--- src/rtl/tc_pkg.sv ---
package tc_pkg;
    typedef enum logic [1:0] {
        ST_IDLE  = 2'd0,
        ST_SETUP = 2'd1,
        ST_SHIFT = 2'd2,
        ST_GAP   = 2'd3
    } tc_state_e;
endpackage

--- src/rtl/tc_clk_div.sv ---
module tc_clk_div #(
    parameter int HALF = 5
) (
    input  logic clk,
    input  logic rst_n,
    input  logic en,
    output logic tick
);
    localparam int CW = (HALF > 1) ? $clog2(HALF) : 1;
    localparam logic [CW-1:0] LAST = CW'(HALF - 1);

    logic [CW-1:0] cnt;

    assign tick = en && (cnt == LAST);

    always_ff @(posedge clk) begin
        if (!rst_n)          cnt <= '0;
        else if (!en || tick) cnt <= '0;
        else                 cnt <= cnt + CW'(1);
    end
endmodule

--- src/rtl/tc_capture.sv ---
module tc_capture #(
    parameter int FIELD_W = 14
) (
    input  logic               clk,
    input  logic               rst_n,
    input  logic               clear,
    input  logic               sample,
    input  logic               miso,
    output logic [FIELD_W-1:0] field
);
    localparam int KW = $clog2(FIELD_W + 1);
    localparam logic [KW-1:0] FULL = KW'(FIELD_W);

    logic [KW-1:0] taken;

    always_ff @(posedge clk) begin
        if (!rst_n) begin
            field <= '0;
            taken <= '0;
        end else if (clear) begin
            taken <= '0;
        end else if (sample && (taken != FULL)) begin
            field <= {field[FIELD_W-2:0], miso};
            taken <= taken + KW'(1);
        end
    end
endmodule

--- src/rtl/tc_period_trig.sv ---
module tc_period_trig #(
    parameter int PW = 24
) (
    input  logic          clk,
    input  logic          rst_n,
    input  logic          en,
    input  logic [PW-1:0] period,
    output logic          pulse
);
    logic [PW-1:0] cnt;
    logic          hit;

    assign hit   = ({1'b0, cnt} + (PW+1)'(1)) >= {1'b0, period};
    assign pulse = en && hit;

    always_ff @(posedge clk) begin
        if (!rst_n)          cnt <= '0;
        else if (!en || hit) cnt <= '0;
        else                 cnt <= cnt + PW'(1);
    end
endmodule

--- src/rtl/tc_decode.sv ---
module tc_decode #(
    parameter int FIELD_W = 14,
    parameter int FRAC_W  = 2,
    parameter int OUT_W   = 16
) (
    input  logic [FIELD_W-1:0]        field,
    output logic [OUT_W-1:0]          temp_q,
    output logic [FIELD_W-FRAC_W-1:0] whole,
    output logic [FRAC_W-1:0]         frac
);
    generate
        if (OUT_W > FIELD_W) begin : g_ext
            assign temp_q = {{(OUT_W-FIELD_W){field[FIELD_W-1]}}, field};
        end else begin : g_trunc
            assign temp_q = field[OUT_W-1:0];
        end
    endgenerate

    assign whole = field[FIELD_W-1:FRAC_W];
    assign frac  = field[FRAC_W-1:0];
endmodule

--- src/rtl/tc_spi_reader.sv ---
module tc_spi_reader
    import tc_pkg::*;
#(
    parameter int HALF_PERIOD = 5,
    parameter int FRAME_BITS  = 32,
    parameter int FIELD_BITS  = 14,
    parameter int FRAC_BITS   = 2,
    parameter int OUT_BITS    = 16,
    parameter int PERIOD_BITS = 24,
    parameter int GAP_HALVES  = 2
) (
    input  logic                            clk,
    input  logic                            rst_n,
    input  logic                            start_i,
    input  logic                            periodic_en_i,
    input  logic [PERIOD_BITS-1:0]          period_i,
    input  logic                            miso_i,
    output logic                            cs_n_o,
    output logic                            sck_o,
    output logic                            busy_o,
    output logic                            valid_o,
    output logic [OUT_BITS-1:0]             temp_q_o,
    output logic [FIELD_BITS-FRAC_BITS-1:0] temp_whole_o,
    output logic [FRAC_BITS-1:0]            temp_frac_o
);
    localparam int BIT_W   = $clog2(FRAME_BITS);
    localparam int GAP_W   = $clog2(GAP_HALVES + 1);
    localparam int WHOLE_W = FIELD_BITS - FRAC_BITS;
    localparam logic [BIT_W-1:0] LAST_BIT = BIT_W'(FRAME_BITS - 1);
    localparam logic [GAP_W-1:0] LAST_GAP = GAP_W'(GAP_HALVES - 1);

    tc_state_e state, state_nx;

    logic                  tick;
    logic                  trig;
    logic                  per_pulse;
    logic                  sck_q;
    logic [BIT_W-1:0]      bit_idx;
    logic [GAP_W-1:0]      gap_cnt;
    logic                  sample;
    logic [FIELD_BITS-1:0] field;
    logic [OUT_BITS-1:0]   dec_q;
    logic [WHOLE_W-1:0]    dec_whole;
    logic [FRAC_BITS-1:0]  dec_frac;
    logic                  div_en;

    assign trig   = start_i || per_pulse;
    assign div_en = (state != ST_IDLE);
    assign sample = (state == ST_SHIFT) && tick && !sck_q;

    tc_clk_div #(.HALF(HALF_PERIOD)) u_div (
        .clk(clk), .rst_n(rst_n), .en(div_en), .tick(tick)
    );

    tc_period_trig #(.PW(PERIOD_BITS)) u_trig (
        .clk(clk), .rst_n(rst_n), .en(periodic_en_i),
        .period(period_i), .pulse(per_pulse)
    );

    tc_capture #(.FIELD_W(FIELD_BITS)) u_cap (
        .clk(clk), .rst_n(rst_n), .clear(state == ST_IDLE),
        .sample(sample), .miso(miso_i), .field(field)
    );

    tc_decode #(.FIELD_W(FIELD_BITS), .FRAC_W(FRAC_BITS), .OUT_W(OUT_BITS)) u_dec (
        .field(field), .temp_q(dec_q), .whole(dec_whole), .frac(dec_frac)
    );

    // state register
    always_ff @(posedge clk) begin
        if (!rst_n) state <= ST_IDLE;
        else        state <= state_nx;
    end

    // transitions
    always_comb begin
        state_nx = state;
        unique case (state)
            ST_IDLE:  if (trig) state_nx = ST_SETUP;
            ST_SETUP: if (tick) state_nx = ST_SHIFT;
            ST_SHIFT: if (tick && sck_q && (bit_idx == LAST_BIT)) state_nx = ST_GAP;
            ST_GAP:   if (tick && (gap_cnt == LAST_GAP)) state_nx = ST_IDLE;
            default:  state_nx = ST_IDLE;
        endcase
    end

    // serial clock, counters and result registers
    always_ff @(posedge clk) begin
        if (!rst_n) begin
            sck_q        <= 1'b0;
            bit_idx      <= '0;
            gap_cnt      <= '0;
            valid_o      <= 1'b0;
            temp_q_o     <= '0;
            temp_whole_o <= '0;
            temp_frac_o  <= '0;
        end else begin
            valid_o <= 1'b0;
            unique case (state)
                ST_IDLE, ST_SETUP: begin
                    sck_q   <= 1'b0;
                    bit_idx <= '0;
                    gap_cnt <= '0;
                end
                ST_SHIFT: begin
                    if (tick) begin
                        if (!sck_q) begin
                            sck_q <= 1'b1;
                        end else begin
                            sck_q   <= 1'b0;
                            bit_idx <= bit_idx + BIT_W'(1);
                        end
                    end
                end
                ST_GAP: begin
                    sck_q <= 1'b0;
                    if (tick) begin
                        gap_cnt <= gap_cnt + GAP_W'(1);
                        if (gap_cnt == LAST_GAP) begin
                            valid_o      <= 1'b1;
                            temp_q_o     <= dec_q;
                            temp_whole_o <= dec_whole;
                            temp_frac_o  <= dec_frac;
                        end
                    end
                end
                default: sck_q <= 1'b0;
            endcase
        end
    end

    // outputs
    always_comb begin
        sck_o  = sck_q;
        busy_o = (state != ST_IDLE);
        cs_n_o = !((state == ST_SETUP) || (state == ST_SHIFT));
    end
endmodule

--- config.mk ---
export PLATFORM = sky130hd
export DESIGN_NAME = tc_spi_reader
export DESIGN_NICKNAME = d
export VERILOG_FILES = /design/src/rtl/tc_pkg.sv /design/src/rtl/tc_clk_div.sv /design/src/rtl/tc_capture.sv /design/src/rtl/tc_period_trig.sv /design/src/rtl/tc_decode.sv /design/src/rtl/tc_spi_reader.sv
export SDC_FILE = /design/constraint.sdc
export NUM_CORES = 1
export LEC_CHECK = 0
export BUFFER_PORTS_ARGS = -buffer_cell sky130_fd_sc_hd__buf_2
export CAP_MARGIN = 25
export CORE_ASPECT_RATIO = 1.1
export CORE_MARGIN = 3
export CORE_UTILIZATION = 47
export DETAILED_ROUTE_END_ITERATION = 8
export PLACE_DENSITY = 0.78
export SYNTH_ARGS = -nofsm -noshare
export SYNTH_HDL_FRONTEND = slang
export SYNTH_SLANG_ARGS = --single-unit
--- constraint.sdc ---
create_clock -name clk -period 7.4 [get_ports clk]
set_input_delay 1.48 -clock clk [delete_from_list [all_inputs] [get_ports clk]]
set_output_delay 1.48 -clock clk [all_outputs]
set_load 0.1 [all_outputs]
=== Yosys cells after proc, flatten, opt, wreduce, memory -nomap -nowiden ===
Cells that the tools add are included.
W data, S select, Z words.

* Register bits after elaboration: 84
* Bits in latches: 0
* Bits in writable memories: 0
* Memory bits (read-only): 0
* Input port bits: 29
* Word-level logic and storage cells: 80
* Memories: 0

* Add/sub/neg operators: 6
* Multiply operators: 0
* Div/mod/pow operators: 0
* Magnitude comparators: 1
* Eq/ne operators: 14
* Shift operators: 0
* Multiplexer cells: 14
* Bitwise gates (word level): 2
* Reduce and logical (&&, ||, !) cells: 31

{| class="wikitable"
|+ Operators by type and width
! kind !! number
|-
| $add A24 B1 Y25 const B || 1
|-
| $ge A25 B24 Y1 || 1
|-
| $add A24 B1 Y24 const B || 1
|-
| $ne A2 B2 Y1 const B || 6
|-
| $mux W2 || 5
|-
| $mux W5 || 2
|-
| $pmux W5 S2 || 1
|-
| $reduce_and A3 Y1 || 3
|-
| $logic_and A1 B1 Y1 || 8
|-
| $pmux W2 S4 || 1
|-
| $reduce_or A2 Y1 || 4
|-
| $reduce_bool A2 Y1 || 3
|-
| $add A5 B1 Y5 const B || 1
|-
| $eq A5 B5 Y1 const B || 1
|-
| $add A4 B1 Y4 const B || 1
|-
| $eq A2 B1 Y1 const B || 2
|-
| $eq A2 B2 Y1 const B || 2
|-
| $logic_not A1 Y1 || 4
|-
| $logic_or A1 B1 Y1 || 4
|-
| $ne A4 B4 Y1 const B || 1
|-
| $pmux W2 S2 || 1
|-
| $reduce_and A2 Y1 || 2
|-
| $reduce_and A4 Y1 || 1
|-
| $add A3 B1 Y3 const B || 1
|-
| other kinds (8) || 11
|}

=== Longest topological paths before layout ===
Gate-level depths: netlist of the first run.

* Depth in word-level cells: 6
* Gate-level depth with buffers: 13

=== By module ===
A second synthesis of the first run with hierarchy kept.

* Cells, all modules: 526
* Area total of the unflattened synthesis: 4630.7 um2

{| class="wikitable"
|+ By module, submodules not included
! module !! instances !! cells each !! area an instance (um2) !! sequential area each (um2)
|-
| tc_period_trig || 1 || 207 || 1780.5 || 480.5
|-
| tc_spi_reader || 1 || 204 || 1732.9 || 820.8
|-
| tc_capture || 1 || 70 || 747.0 || 360.3
|-
| tc_decode || 1 || 30 || 225.2 || 0.0
|-
| tc_clk_div || 1 || 15 || 145.1 || 60.1
|}

=== Least setup slack after synthesis of the first run ===
No wires, ideal clock.

* Kind: in2reg
* Start point: input period_i[12]
* End point: register u_trig.cnt[11]
* Library setup time: 0.065 ns
* Arrival time: 3.010 ns
* Required time: 7.335 ns
* Setup slack: 4.325 ns
* Cell stages on the path: 9
* Cell sequence: inv_1 > ha_1 > and4_1 > and4bb_1 > a211oi_2 > o221a_4 > nand4_4 > buf_6 > nor2b_1

* Cells in the longest elaborated chain, start to end: 3

{| class="wikitable"
|+ RTL lines
! item !! line !! text
|-
| start, declared || tc_spi_reader.sv:16 || <nowiki>input logic [PERIOD_BITS-1:0] period_i,</nowiki>
|-
| $ge A25 B24 Y1 || tc_period_trig.sv:13 || <nowiki>assign hit = ({1'b0, cnt} + (PW+1)'(1)) >= {1'b0, period};</nowiki>
|-
| $logic_or A1 B1 Y1 || tc_period_trig.sv:18 || <nowiki>else if (!en || hit) cnt <= '0;</nowiki>
|-
| $reduce_or A2 Y1 (no source line) || -- ||
|-
| end signal, assigned || tc_period_trig.sv:19 || <nowiki>else cnt <= cnt + PW'(1);</nowiki>
|-
| end, declared || tc_period_trig.sv:10 || <nowiki>logic [PW-1:0] cnt;</nowiki>
|}

Every way passes these cells.
A chain may end at the register's enable or synchronous reset.

=== Worst setup path in the final report of the first run ===
* Start point: register u_trig.cnt[0]
* End point: register u_trig.cnt[23]

* Cells in the longest elaborated chain, start to end: 4

{| class="wikitable"
|+ RTL lines
! item !! line
|-
| $add A24 B1 Y25 || tc_period_trig.sv:13
|-
| $ge A25 B24 Y1 || tc_period_trig.sv:13
|-
| $logic_or A1 B1 Y1 || tc_period_trig.sv:18
|-
| $reduce_or A2 Y1 (no source line) || --
|}

Parallel ways exist; a longest one is shown, timed or not.

==> reports/metrics.cfg, run 1 <==
[run_status]
run_status=completed

[yosys]
ys.warnings.count=0
post_synth_inst_count=452
syn_area_mm2=0.00385
async_reset_ff_frac=0
synthDistinctLibCells=45
synth-seq-area-share=0.364
syn_nets=518
synth.avg_cell_area_um2=8.51
yosys_most_used_dff=sky130_fd_sc_hd__dfxtp_1
synth-edff-count=0
ys_seq_elements=70

[hold_path]
hold-path-cell-count=2
holdCritPathClass=flip-flop to flip-flop

[finish]
num-nets-final=561
num-fill-cells=708
layout_commonest_cell=sky130_fd_sc_hd__nand2_1
post_route_cells_drive_above_1_share=0.176
final_design_area_no_fill_mm2=0.00432
syn_to_final_growth_pct=12.4
antenna_cells=0
mostFrequentLayoutCells=sky130_fd_sc_hd__nand2_1, sky130_fd_sc_hd__dfxtp_1, sky130_fd_sc_hd__buf_2
regArea_mm2=0.00140
multi_input_comb_area_mm2=0.00212
final_core_util=0.560

[power]
power_switching_w=0.000335
ir_drop_v=0.000116
power_w=0.000981
pwr_density_cell_mw_per_mm2=227
power.internal_w=0.000645
power.share.combinational=0.233
power_switching_share=0.342
power.clock.fraction=0.359
power.sequential.fraction=0.408
static-leakage-power_nw=1.90

[route]
drt-wirelength-per-cell_um=12.1
drtAntennaViolNets=0
avgViaCountPerCell=5.06
total_routed_length_mm=7.30
drtPass1Iterations=4
drt_iter0_markers=138
vias=3064
drcViolationCount=0

[clock_network]
path_clk_slew_ns=0.09
post-cts-setup-buffers=0
clk_latency_ns=0.36
cts.htree.levels=3
cts.root.buffer_cell=sky130_fd_sc_hd__clkbuf_8
cts_inserted_buffers=9
tritoncts=done
postCtsHoldBufs=0
post_cts_resized=0
clk_path_buf_depth=2
cts_sinks=70

[critical_path]
crit_required_ns=7.68
setup.worst_path.start_class=flip-flop
worst_setup_ep_type=flip-flop
crit_fanout=24
timing.critical_path.from=u_trig.cnt[0]
path_class=flip-flop to flip-flop
reg2reg_to=u_trig.cnt[23]
worstPathArrival_ns=3.78
crit-reg2reg-launch=u_trig.cnt[0]
r2r_setup_slack_ns=3.90
r2r_cells=12
worstSetupEndpoint=u_trig.cnt[23]

[sta]
max_slew.worst_pin.slew_ns=0.669
maxClockFrequency_ghz=0.285
slew-limit-headroom=0.554
ratio_of_final_minimum_period_to_clock_period=0.473
finalSetupTns_ns=0
skew_ns=0.0127
hold_ws_ns=0.474
setup_viol=0
timing.final.hold_violations=0
setup_repair_after_global_routing_missed_its_margin=no
period_needed_ns=3.50
maxSlewViolCount=0

[placed_design]
post_dp_cell_area_mm2=0.00410
portBuffers=62
gp_congestion=0.807
dp_hpwl_mm=5.57

[grt]
grt.overflow.total=0
largest_net_degree_at_the_start_of_global_routing=41
grt_first_pass_wirelength_mm=12.6
first_global_vias=2925
gr-usage-all-layers=0.169
grt_antenna_before_repair=0

[floorplan]
placeableCoreArea_mm2=0.00772
std_cell_rows=33
fp.dieArea_mm2=0.00931
die_w_um=92.3
initial_core_utilization=0.498
io_pins=63
chipHeight_um=101

[job]
drv_cap=0

-- state kept, by name, summed over array words and instances (netlist names) --
register     cells
state            2
u_cap.field     14
bit_idx          5
gap_cnt          2
temp_q_o        14
u_div.cnt        3
sck_o            1
u_trig.cnt      24
u_cap.taken      4
valid_o          1
-- kinds of logic after synthesis --
kind of cell | share of synthesized area
muxes | 0.00781
AOI/OAI and AO/OA | 0.121
DFF | 0.364
and+or+nand+nor | 0.240
buffers and inverters | 0.0852
adders and majority gates | 0.120
xor gates and xnor gates | 0.0615
-- critical path, stage by stage (launching register included) --
cell	delay (ns)
sky130_fd_sc_hd__dfxtp_1	0.45
sky130_fd_sc_hd__nand4_1	0.12
sky130_fd_sc_hd__nor2_1	0.24
sky130_fd_sc_hd__and2_1	0.24
sky130_fd_sc_hd__nor3b_1	0.29
sky130_fd_sc_hd__xor2_1	0.30
sky130_fd_sc_hd__ha_1	0.32
sky130_fd_sc_hd__and4_1	0.21
sky130_fd_sc_hd__and4bb_1	0.22
sky130_fd_sc_hd__a211oi_2	0.21
sky130_fd_sc_hd__o221a_4	0.24
sky130_fd_sc_hd__nand4_4	0.32
sky130_fd_sc_hd__nor2b_1	0.23
-- power by group through the flow --
| stage | Clock, W | Sequential [W] | Combinational [W] |
|---|---|---|---|
| final | 0.000352 | 0.000400 | 0.000229 |
| after global routing | 0.000376 | 0.000402 | 0.000247 |
| after CTS | 0.000357 | 0.000400 | 0.000227 |
| after detailed placement | 0 | 0.000409 | 0.000225 |
| after global placement | 0 | 0.000408 | 0.000217 |
| after floorplan | 0 | 0.000413 | 0.000174 |
-- area by class of cell --
type,count,share of cell area
multi-input cells,316,0.490
flip-flops and latches,70,0.324
repair buffers,62,0.0718
inverters,36,0.0313
well taps,105,0.0304
clock buffers,9,0.0286
clock inverters,7,0.0243
-- layer usage --
metal  GRT usage  vias to the layer above  share of wire
met5           0                        -              0
met4      0.0720                        0          0.024
met3      0.0508                       17          0.045
met2       0.285                       60           0.48
met1       0.199                     1415           0.45
li1            -                     1572              -
-- worst min-delay path by stage --
stage                     from         endpoint  slack, ns
4_1_cts        u_cap.field[10]  u_cap.field[11]       0.48
2_1_floorplan  u_cap.field[13]     temp_q_o[13]       0.44
3_5_place_dp   u_cap.field[13]     temp_q_o[13]       0.47
6_report       u_cap.field[13]     temp_q_o[13]       0.47
3_3_place_gp   u_cap.field[13]  u_cap.field[13]       0.45
5_1_grt         u_cap.field[5]      temp_q_o[5]       0.49
-- Yosys cell counts (2+ instances only) --
master | count | share of area
sky130_fd_sc_hd__nand2_1 | 84 | 0.082
sky130_fd_sc_hd__dfxtp_1 | 70 | 0.36
sky130_fd_sc_hd__ha_1 | 37 | 0.12
sky130_fd_sc_hd__inv_1 | 36 | 0.035
sky130_fd_sc_hd__a21boi_0 | 30 | 0.059
sky130_fd_sc_hd__nor2b_1 | 24 | 0.039
sky130_fd_sc_hd__nor2_1 | 23 | 0.022
sky130_fd_sc_hd__xnor2_1 | 19 | 0.043
sky130_fd_sc_hd__nand3_1 | 18 | 0.023
sky130_fd_sc_hd__buf_4 | 16 | 0.031
sky130_fd_sc_hd__nand4_1 | 11 | 0.018
sky130_fd_sc_hd__a21oi_1 | 9 | 0.012
sky130_fd_sc_hd__clkbuf_1 | 8 | 0.0078
sky130_fd_sc_hd__xor2_1 | 8 | 0.018
sky130_fd_sc_hd__and2_1 | 7 | 0.011
sky130_fd_sc_hd__o21ai_0 | 6 | 0.0078
sky130_fd_sc_hd__a211oi_1 | 4 | 0.0078
sky130_fd_sc_hd__and3_1 | 4 | 0.0065
sky130_fd_sc_hd__buf_2 | 4 | 0.0052
sky130_fd_sc_hd__mux2i_1 | 3 | 0.0078
sky130_fd_sc_hd__a31oi_1 | 2 | 0.0033
sky130_fd_sc_hd__and4_1 | 2 | 0.0046
sky130_fd_sc_hd__buf_6 | 2 | 0.0059
sky130_fd_sc_hd__nor3_1 | 2 | 0.0026
sky130_fd_sc_hd__o21a_1 | 2 | 0.0039
sky130_fd_sc_hd__o221ai_1 | 2 | 0.0046
-- per-stage QoR --
stage          setup slack (ns)  std cells
3_3_place_gp               4.05        589
5_1_grt                    3.72        605
3_5_place_dp               3.95        589
4_1_cts                    3.95        605
6_report                   3.90        605
2_1_floorplan              4.33        452
Note: power is estimated with default switching activity, not from simulation.
==> run 2: changes to the inputs <==
--- a/config.mk
+++ b/config.mk
@@ -5,6 +5,7 @@
 export SDC_FILE = /design/constraint.sdc
 export NUM_CORES = 1
 export LEC_CHECK = 0
+export ABC_AREA = 1
 export BUFFER_PORTS_ARGS = -buffer_cell sky130_fd_sc_hd__buf_2
 export CAP_MARGIN = 25
 export CORE_ASPECT_RATIO = 1.1
==> constraint.sdc (replaced) <==
create_clock -name clk -period 3.3 [get_ports clk]
set_input_delay 0.66 -clock clk [delete_from_list [all_inputs] [get_ports clk]]
set_output_delay 0.66 -clock clk [all_outputs]
set_load 0.1 [all_outputs]
==> run 2 against run 1 <==
Net effect: setup slack got worse by 3.7 ns; clock power increased by 97%; cell area grew 5.1%; critical path depth is 9 higher; sequential cell count unchanged; clock skew is 0.0051 ns lower; register-to-register slack got worse by 3.7 ns; critical path type unchanged.
==> reports/metrics.cfg, run 2 <==
[run_status]
run_status=completed  ; unchanged

[hold_path]
holdCritPathClass=flip-flop to flip-flop  ; unchanged
min-delay-start=u_div.cnt[0]  ; was u_cap.field[13]

[critical_path]
worst_setup_ep_type=flip-flop  ; unchanged
timing.critical_path.from=u_trig.cnt[3]  ; was u_trig.cnt[0]
path_class=flip-flop to flip-flop  ; unchanged
setup.worst_path.start_class=flip-flop  ; unchanged
worstPathArrival_ns=3.39  ; was 3.78 ns
crit-reg2reg-launch=u_trig.cnt[3]  ; was u_trig.cnt[0]
crit_fanout=12  ; was 24
crit_required_ns=3.60  ; was 7.68 ns

[clock_network]
postCtsHoldBufs=0  ; unchanged
cts.root.buffer_cell=sky130_fd_sc_hd__clkbuf_8  ; unchanged
cts_sinks=70  ; unchanged
clk_path_buf_depth=2  ; unchanged
tritoncts=done  ; unchanged
clk_latency_ns=0.36  ; about the same
path_clk_slew_ns=0.09  ; about the same
cts_inserted_buffers=9  ; unchanged
cts.htree.levels=3  ; unchanged

[yosys]
post_synth_inst_count=548  ; was 452
post-synth-top-count-cell=sky130_fd_sc_hd__inv_1  ; was sky130_fd_sc_hd__nand2_1
synth-edff-count=0  ; unchanged
syn_area_mm2=0.00396  ; was 0.00385 mm2
yosys_most_used_dff=sky130_fd_sc_hd__dfxtp_1  ; unchanged
synth.avg_cell_area_um2=7.23  ; was 8.51 um2
ys.warnings.count=0  ; unchanged
syn_nets=614  ; was 518
synth.top_cells.by_count=sky130_fd_sc_hd__inv_1, sky130_fd_sc_hd__nand2_1, sky130_fd_sc_hd__dfxtp_1  ; was sky130_fd_sc_hd__nand2_1, sky130_fd_sc_hd__dfxtp_1, sky130_fd_sc_hd__ha_1
synth_top_cell_area_share=0.354  ; was 0.364
async_reset_ff_frac=0  ; unchanged
ys_seq_elements=70  ; unchanged
synthDistinctLibCells=34  ; was 45
synth_top_area_cell=sky130_fd_sc_hd__dfxtp_1  ; unchanged
synth.top_cells.by_area=sky130_fd_sc_hd__dfxtp_1, sky130_fd_sc_hd__ha_1, sky130_fd_sc_hd__inv_1  ; was sky130_fd_sc_hd__dfxtp_1, sky130_fd_sc_hd__ha_1, sky130_fd_sc_hd__nand2_1
synth-seq-area-share=0.354  ; was 0.364

[route]
drtAntennaViolNets=0  ; unchanged
drt_iter0_markers=122  ; was 138
avgViaCountPerCell=4.93  ; was 5.06
drt-wirelength-per-cell_um=11.8  ; was 12.1 um
drcViolationCount=0  ; unchanged
drtPass1Iterations=4  ; unchanged
total_routed_length_mm=8.43  ; was 7.30 mm
vias=3523  ; was 3064

[grt]
grt-busiest-layer=met2  ; unchanged
grt_util_met1=0.199  ; about the same
largest_net_degree_at_the_start_of_global_routing=35  ; was 41
first_global_vias=3238  ; was 2925
gr-usage-met2=0.294  ; was 0.285
global_route.usage.met3=0.0464  ; was 0.0508
grt_first_pass_wirelength_mm=13.1  ; was 12.6 mm
gr-usage-all-layers=0.170  ; was 0.169
grt_antenna_before_repair=0  ; unchanged
grt.overflow.total=0  ; unchanged

[placed_design]
dp_hpwl_mm=6.02  ; was 5.57 mm
gp_congestion=0.832  ; was 0.807
placement.setup.worst_slack_ns=0.161  ; was 3.95 ns
portBuffers=62  ; unchanged

[floorplan]
die_w_um=93.5  ; was 92.3 um
fp.dieArea_mm2=0.00957  ; was 0.00931 mm2
initial_core_utilization=0.493  ; was 0.498
std_cell_rows=34  ; was 33
placeableCoreArea_mm2=0.00804  ; was 0.00772 mm2
io_pins=63  ; unchanged
chipHeight_um=102  ; was 101 um

[power]
pwr_density_cell_mw_per_mm2=459  ; was 227 mW/mm2
ir_drop_v=0.000377  ; was 0.000116 V
static-leakage-power_nw=2.30  ; was 1.90 nW

[finish]
mostFrequentLayoutCells=sky130_fd_sc_hd__inv_1, sky130_fd_sc_hd__nand2_1, sky130_fd_sc_hd__dfxtp_1  ; was sky130_fd_sc_hd__nand2_1, sky130_fd_sc_hd__dfxtp_1, sky130_fd_sc_hd__buf_2
num-nets-final=667  ; was 561
layout_commonest_cell=sky130_fd_sc_hd__inv_1  ; was sky130_fd_sc_hd__nand2_1
post_route_cells_drive_above_1_share=0.190  ; was 0.176
antenna_cells=0  ; unchanged
largest_register_ffs=24  ; unchanged
biggestRegsByFlops=u_trig.cnt x24, temp_q_o x14, u_cap.field x14  ; unchanged
syn_to_final_growth_pct=14.7  ; was 12.4%
max_flop_register=u_trig.cnt  ; unchanged

[sta]
skew_ns=0.00758  ; was 0.0127 ns
ratio_of_final_minimum_period_to_clock_period=0.937  ; was 0.473
slew-limit-headroom=0.601  ; was 0.554
timing.final.hold_violations=0  ; unchanged
max_slew.worst_pin.slew_ns=0.598  ; was 0.669 ns
fin_ws_ns=0.209  ; was 3.90 ns
maxClockFrequency_ghz=0.324  ; was 0.285 GHz
period_needed_ns=3.09  ; was 3.50 ns
setup_viol=0  ; unchanged
maxSlewViolCount=0  ; unchanged
finalSetupTns_ns=0  ; unchanged

[job]
drv_cap=0  ; unchanged

==> run 2: critical path, stage by stage, from the launching register on <==
cell and delay [ns]:
sky130_fd_sc_hd__dfxtp_1 0.40, sky130_fd_sc_hd__nand4_4 0.13, sky130_fd_sc_hd__nor2_4 0.15, sky130_fd_sc_hd__nand2_4 0.07, sky130_fd_sc_hd__nor2_4 0.10, sky130_fd_sc_hd__nand3_2 0.11, sky130_fd_sc_hd__nor3_4 0.33, sky130_fd_sc_hd__nand2_2 0.12
sky130_fd_sc_hd__o21bai_2 0.12, sky130_fd_sc_hd__nand2_1 0.08, sky130_fd_sc_hd__inv_1 0.07, sky130_fd_sc_hd__ha_1 0.23, sky130_fd_sc_hd__inv_1 0.06, sky130_fd_sc_hd__nor2_1 0.04, sky130_fd_sc_hd__nand2_1 0.10, sky130_fd_sc_hd__nor2_2 0.06
sky130_fd_sc_hd__nand2_1 0.05, sky130_fd_sc_hd__nand3_1 0.12, sky130_fd_sc_hd__nor2_4 0.18, sky130_fd_sc_hd__buf_4 0.15, sky130_fd_sc_hd__nand4_4 0.21, sky130_fd_sc_hd__nor2_1 0.15
==> run 2: layout make-up <==
class,count,area [um2]
Fill cell,741,3500
Multi-Input combinational cell,341,2040
Sequential cell,70,1410
Inverter,113,424
Timing Repair Buffer,66,340
Tap cell,108,135
Clock buffer,9,124
Clock inverter,7,73.8
==> run 2: logic make-up (layout without fill, tap and decap cells) <==
family / count (synthesis) / count (layout) / share of synthesized area
AND/OR/NAND/NOR: 196 / 198 / 0.230
buffers and inverters: 139 / 195 / 0.149
flip-flops: 70 / 70 / 0.354
XOR/XNOR: 13 / 13 / 0.0287
AO/OA/AOI/OAI: 93 / 93 / 0.123
adder cells (fa/ha/maj): 37 / 37 / 0.117
==> run 2: final timing paths <==
check | endpoint | slack, ns | cells after the start
min | u_div.cnt[0] | 0.46 | 1
min reg2reg | u_div.cnt[0] | 0.46 | 1
max | u_trig.cnt[21] | 0.21 | 21
max reg2reg | u_trig.cnt[21] | 0.21 | 21
==> run 2: power breakdown <==
part | switching, W | total [W] | internal, W | leakage, nW
sequential | 0.0000268 | 0.000898 | 0.000871 | 0.566
clock | 0.000393 | 0.000692 | 0.000299 | 0.101
combinational | 0.000368 | 0.000497 | 0.000130 | 1.63
total | 0.000788 | 0.00209 | 0.00130 | 2.30
==> run 2: timing repair <==
item | in CTS | in global routing
setup buffers | 0 | 2
endpoints found under the setup margin | 0 | 26
resized for setup | 0 | 12
==> run 2: per-stage QoR <==
step,util,hold slack [ns],power [W],cell area (um2),std cells
final,0.565,0.455,0.00209,4540,714
after CTS,0.554,0.457,0.00209,4460,710
after floorplan,-,0.417,0.00131,3960,548
after detailed placement,0.530,0.445,0.00141,4260,694
after global placement,0.530,0.427,0.00139,4260,694
after global routing,0.565,0.486,0.00218,4540,714
==> run 2: routing by layer <==
| metal | share of wire | vias to the layer above |
|---|---|---|
| li1 | - | 1813 |
| met2 | 0.49 | 97 |
| met5 | 0 | - |
| met3 | 0.071 | 16 |
| met4 | 0.021 | 0 |
| met1 | 0.42 | 1597 |
==> run 3: changes to the inputs <==
--- a/config.mk
+++ b/config.mk
@@ -13,6 +13,7 @@
 export CORE_UTILIZATION = 47
 export DETAILED_ROUTE_END_ITERATION = 8
 export PLACE_DENSITY = 0.78
+export REMOVE_ABC_BUFFERS = 1
 export SYNTH_ARGS = -nofsm -noshare
 export SYNTH_HDL_FRONTEND = slang
 export SYNTH_SLANG_ARGS = --single-unit
==> run 3 against run 2 <==
Net effect: cell area up 0.25%; via count down 1.2%; utilization up 0.14 points; combinational power about the same; first-iteration DRC count up 7.4%; setup slack worse by 0.035 ns; sequential power about the same; critical endpoint is now u_trig.cnt[3]; sequential cell count unchanged; highest routed layer unchanged.
==> reports/metrics.cfg, run 3 (synthesized netlist as in run 2, its figures left out) <==
[run_status]
run_status=completed  ; unchanged

[placed_design]
placement.setup.worst_slack_ns=0.143  ; was 0.161 ns
gp_congestion=0.885  ; was 0.832
portBuffers=62  ; unchanged
dp_hpwl_mm=6.01  ; was 6.02 mm

[clock_network]
tritoncts=done  ; unchanged
cts.root.buffer_cell=sky130_fd_sc_hd__clkbuf_8  ; unchanged
clk_latency_ns=0.35  ; was 0.36 ns
cts_sinks=70  ; unchanged
postCtsHoldBufs=0  ; unchanged
path_clk_slew_ns=0.09  ; about the same
cts_inserted_buffers=9  ; unchanged
cts.htree.levels=3  ; unchanged
clk_path_buf_depth=2  ; unchanged

[floorplan]
initial_core_utilization=0.493  ; unchanged
die_w_um=93.5  ; unchanged
std_cell_rows=34  ; unchanged
chipHeight_um=102  ; unchanged
fp.dieArea_mm2=0.00957  ; unchanged
placeableCoreArea_mm2=0.00804  ; unchanged
io_pins=63  ; unchanged

[route]
drt_iter0_markers=131  ; was 122
drcViolationCount=0  ; unchanged
total_routed_length_mm=8.37  ; was 8.43 mm
drtAntennaViolNets=0  ; unchanged
drt-wirelength-per-cell_um=11.7  ; was 11.8 um
vias=3481  ; was 3523
avgViaCountPerCell=4.87  ; was 4.93
drtPass1Iterations=4  ; unchanged

[critical_path]
worstPathArrival_ns=3.41  ; was 3.39 ns
setup.worst_path.start_class=flip-flop  ; unchanged
crit_required_ns=3.58  ; was 3.60 ns
crit_fanout=12  ; unchanged
path_class=flip-flop to flip-flop  ; unchanged
worst_setup_ep_type=flip-flop  ; unchanged

[finish]
biggestRegsByFlops=u_trig.cnt x24, temp_q_o x14, u_cap.field x14  ; unchanged
num-nets-final=668  ; was 667
post_route_cells_drive_above_1_share=0.191  ; was 0.190
max_flop_register=u_trig.cnt  ; unchanged
mostFrequentLayoutCells=sky130_fd_sc_hd__inv_1, sky130_fd_sc_hd__nand2_1, sky130_fd_sc_hd__dfxtp_1  ; unchanged
antenna_cells=0  ; unchanged
layout_commonest_cell=sky130_fd_sc_hd__inv_1  ; unchanged
num-fill-cells=731  ; was 741
syn_to_final_growth_pct=15.0  ; was 14.7%
largest_register_ffs=24  ; unchanged

[sta]
timing.final.hold_violations=0  ; unchanged
setup_viol=0  ; unchanged
fin_ws_ns=0.174  ; was 0.209 ns
hold_ws_ns=0.446  ; was 0.455 ns
period_needed_ns=3.13  ; was 3.09 ns
slew-limit-headroom=0.636  ; was 0.601
maxSlewViolCount=0  ; unchanged
max_slew.worst_pin.slew_ns=0.546  ; was 0.598 ns
ratio_of_final_minimum_period_to_clock_period=0.947  ; was 0.937
skew_ns=0.00987  ; was 0.00758 ns
maxClockFrequency_ghz=0.320  ; was 0.324 GHz

[grt]
grt_first_pass_wirelength_mm=13.5  ; was 13.1 mm
gr-usage-all-layers=0.175  ; was 0.170
first_global_vias=3273  ; was 3238
largest_net_degree_at_the_start_of_global_routing=35  ; unchanged
grt_antenna_before_repair=0  ; unchanged
grt.overflow.total=0  ; unchanged

[power]
static-leakage-power_nw=2.29  ; was 2.30 nW
pwr_density_cell_mw_per_mm2=458  ; was 459 mW/mm2
power_w=0.00209  ; about the same
ir_drop_v=0.000512  ; was 0.000377 V

[job]
drv_cap=0  ; unchanged

[hold_path]
holdCritPathClass=flip-flop to flip-flop  ; unchanged

run 3: layout make-up:
cell class	count	area, um2	share of cell area
Inverter	113	424	0.0931
Sequential cell	70	1410	0.308
Clock inverter	7	73.8	0.0162
Multi-Input combinational cell	341	2030	0.446
Timing Repair Buffer	67	360	0.0791
Clock buffer	9	124	0.0272
Tap cell	108	135	0.0297
run 3: worst paths after layout:
path,from,endpoint,slack [ns],cells past startpoint
worst max-delay path,u_trig.cnt[1],u_trig.cnt[3],0.17,21
worst min-delay path,u_div.cnt[0],u_div.cnt[0],0.45,1
worst max register to register,u_trig.cnt[1],u_trig.cnt[3],0.17,21
worst min register to register,u_div.cnt[0],u_div.cnt[0],0.45,1
run 3: repair_timing:
item | in CTS | in global routing
setup endpoints to repair | 0 | 26
endpoints found under the hold margin | 0 | 0
resized for setup | 0 | 10
setup buffers | 0 | 2
run 3: metrics by stage:
| stage | TNS (ns) | cell area (um2) | instances | util |
|---|---|---|---|---|
| floorplan | -1.04 | 3800 | 522 | - |
| global placement | 0 | 4270 | 695 | 0.531 |
| detailed placement | 0 | 4270 | 695 | 0.531 |
| CTS | 0 | 4460 | 711 | 0.555 |
| global route | -0.688 | 4560 | 715 | 0.567 |
| finish | 0 | 4560 | 715 | 0.567 |
run 3: critical path, stage by stage, from the launching register on:
cell,delay [ns]
sky130_fd_sc_hd__dfxtp_1,0.37
sky130_fd_sc_hd__nand4_2,0.15
sky130_fd_sc_hd__nor2_2,0.12
sky130_fd_sc_hd__nand2_2,0.09
sky130_fd_sc_hd__nor2_4,0.12
sky130_fd_sc_hd__nand3_2,0.10
sky130_fd_sc_hd__nor3_4,0.31
sky130_fd_sc_hd__nand2_2,0.11
sky130_fd_sc_hd__o21bai_2,0.12
sky130_fd_sc_hd__nand2_1,0.08
sky130_fd_sc_hd__inv_1,0.06
sky130_fd_sc_hd__ha_1,0.24
sky130_fd_sc_hd__inv_1,0.08
sky130_fd_sc_hd__nor2_1,0.04
sky130_fd_sc_hd__nand2_1,0.12
sky130_fd_sc_hd__inv_1,0.07
sky130_fd_sc_hd__nand2_1,0.08
sky130_fd_sc_hd__nand2_1,0.09
sky130_fd_sc_hd__nor2_4,0.19
sky130_fd_sc_hd__buf_12,0.13
sky130_fd_sc_hd__nand4_4,0.22
sky130_fd_sc_hd__nor2_1,0.17
run 3: where the power goes:
group          switching, W  internal [W]  total, W
logic              0.000364      0.000130  0.000494
registers         0.0000263      0.000871  0.000898
clock network      0.000394      0.000300  0.000695
run 3: routing by layer:
| metal | share of wire | global-route usage |
|---|---|---|
| met1 | 0.42 | 0.198 |
| met2 | 0.51 | 0.323 |
| met4 | 0.014 | 0.0611 |
| met3 | 0.059 | 0.0368 |
| met5 | 0 | 0 |
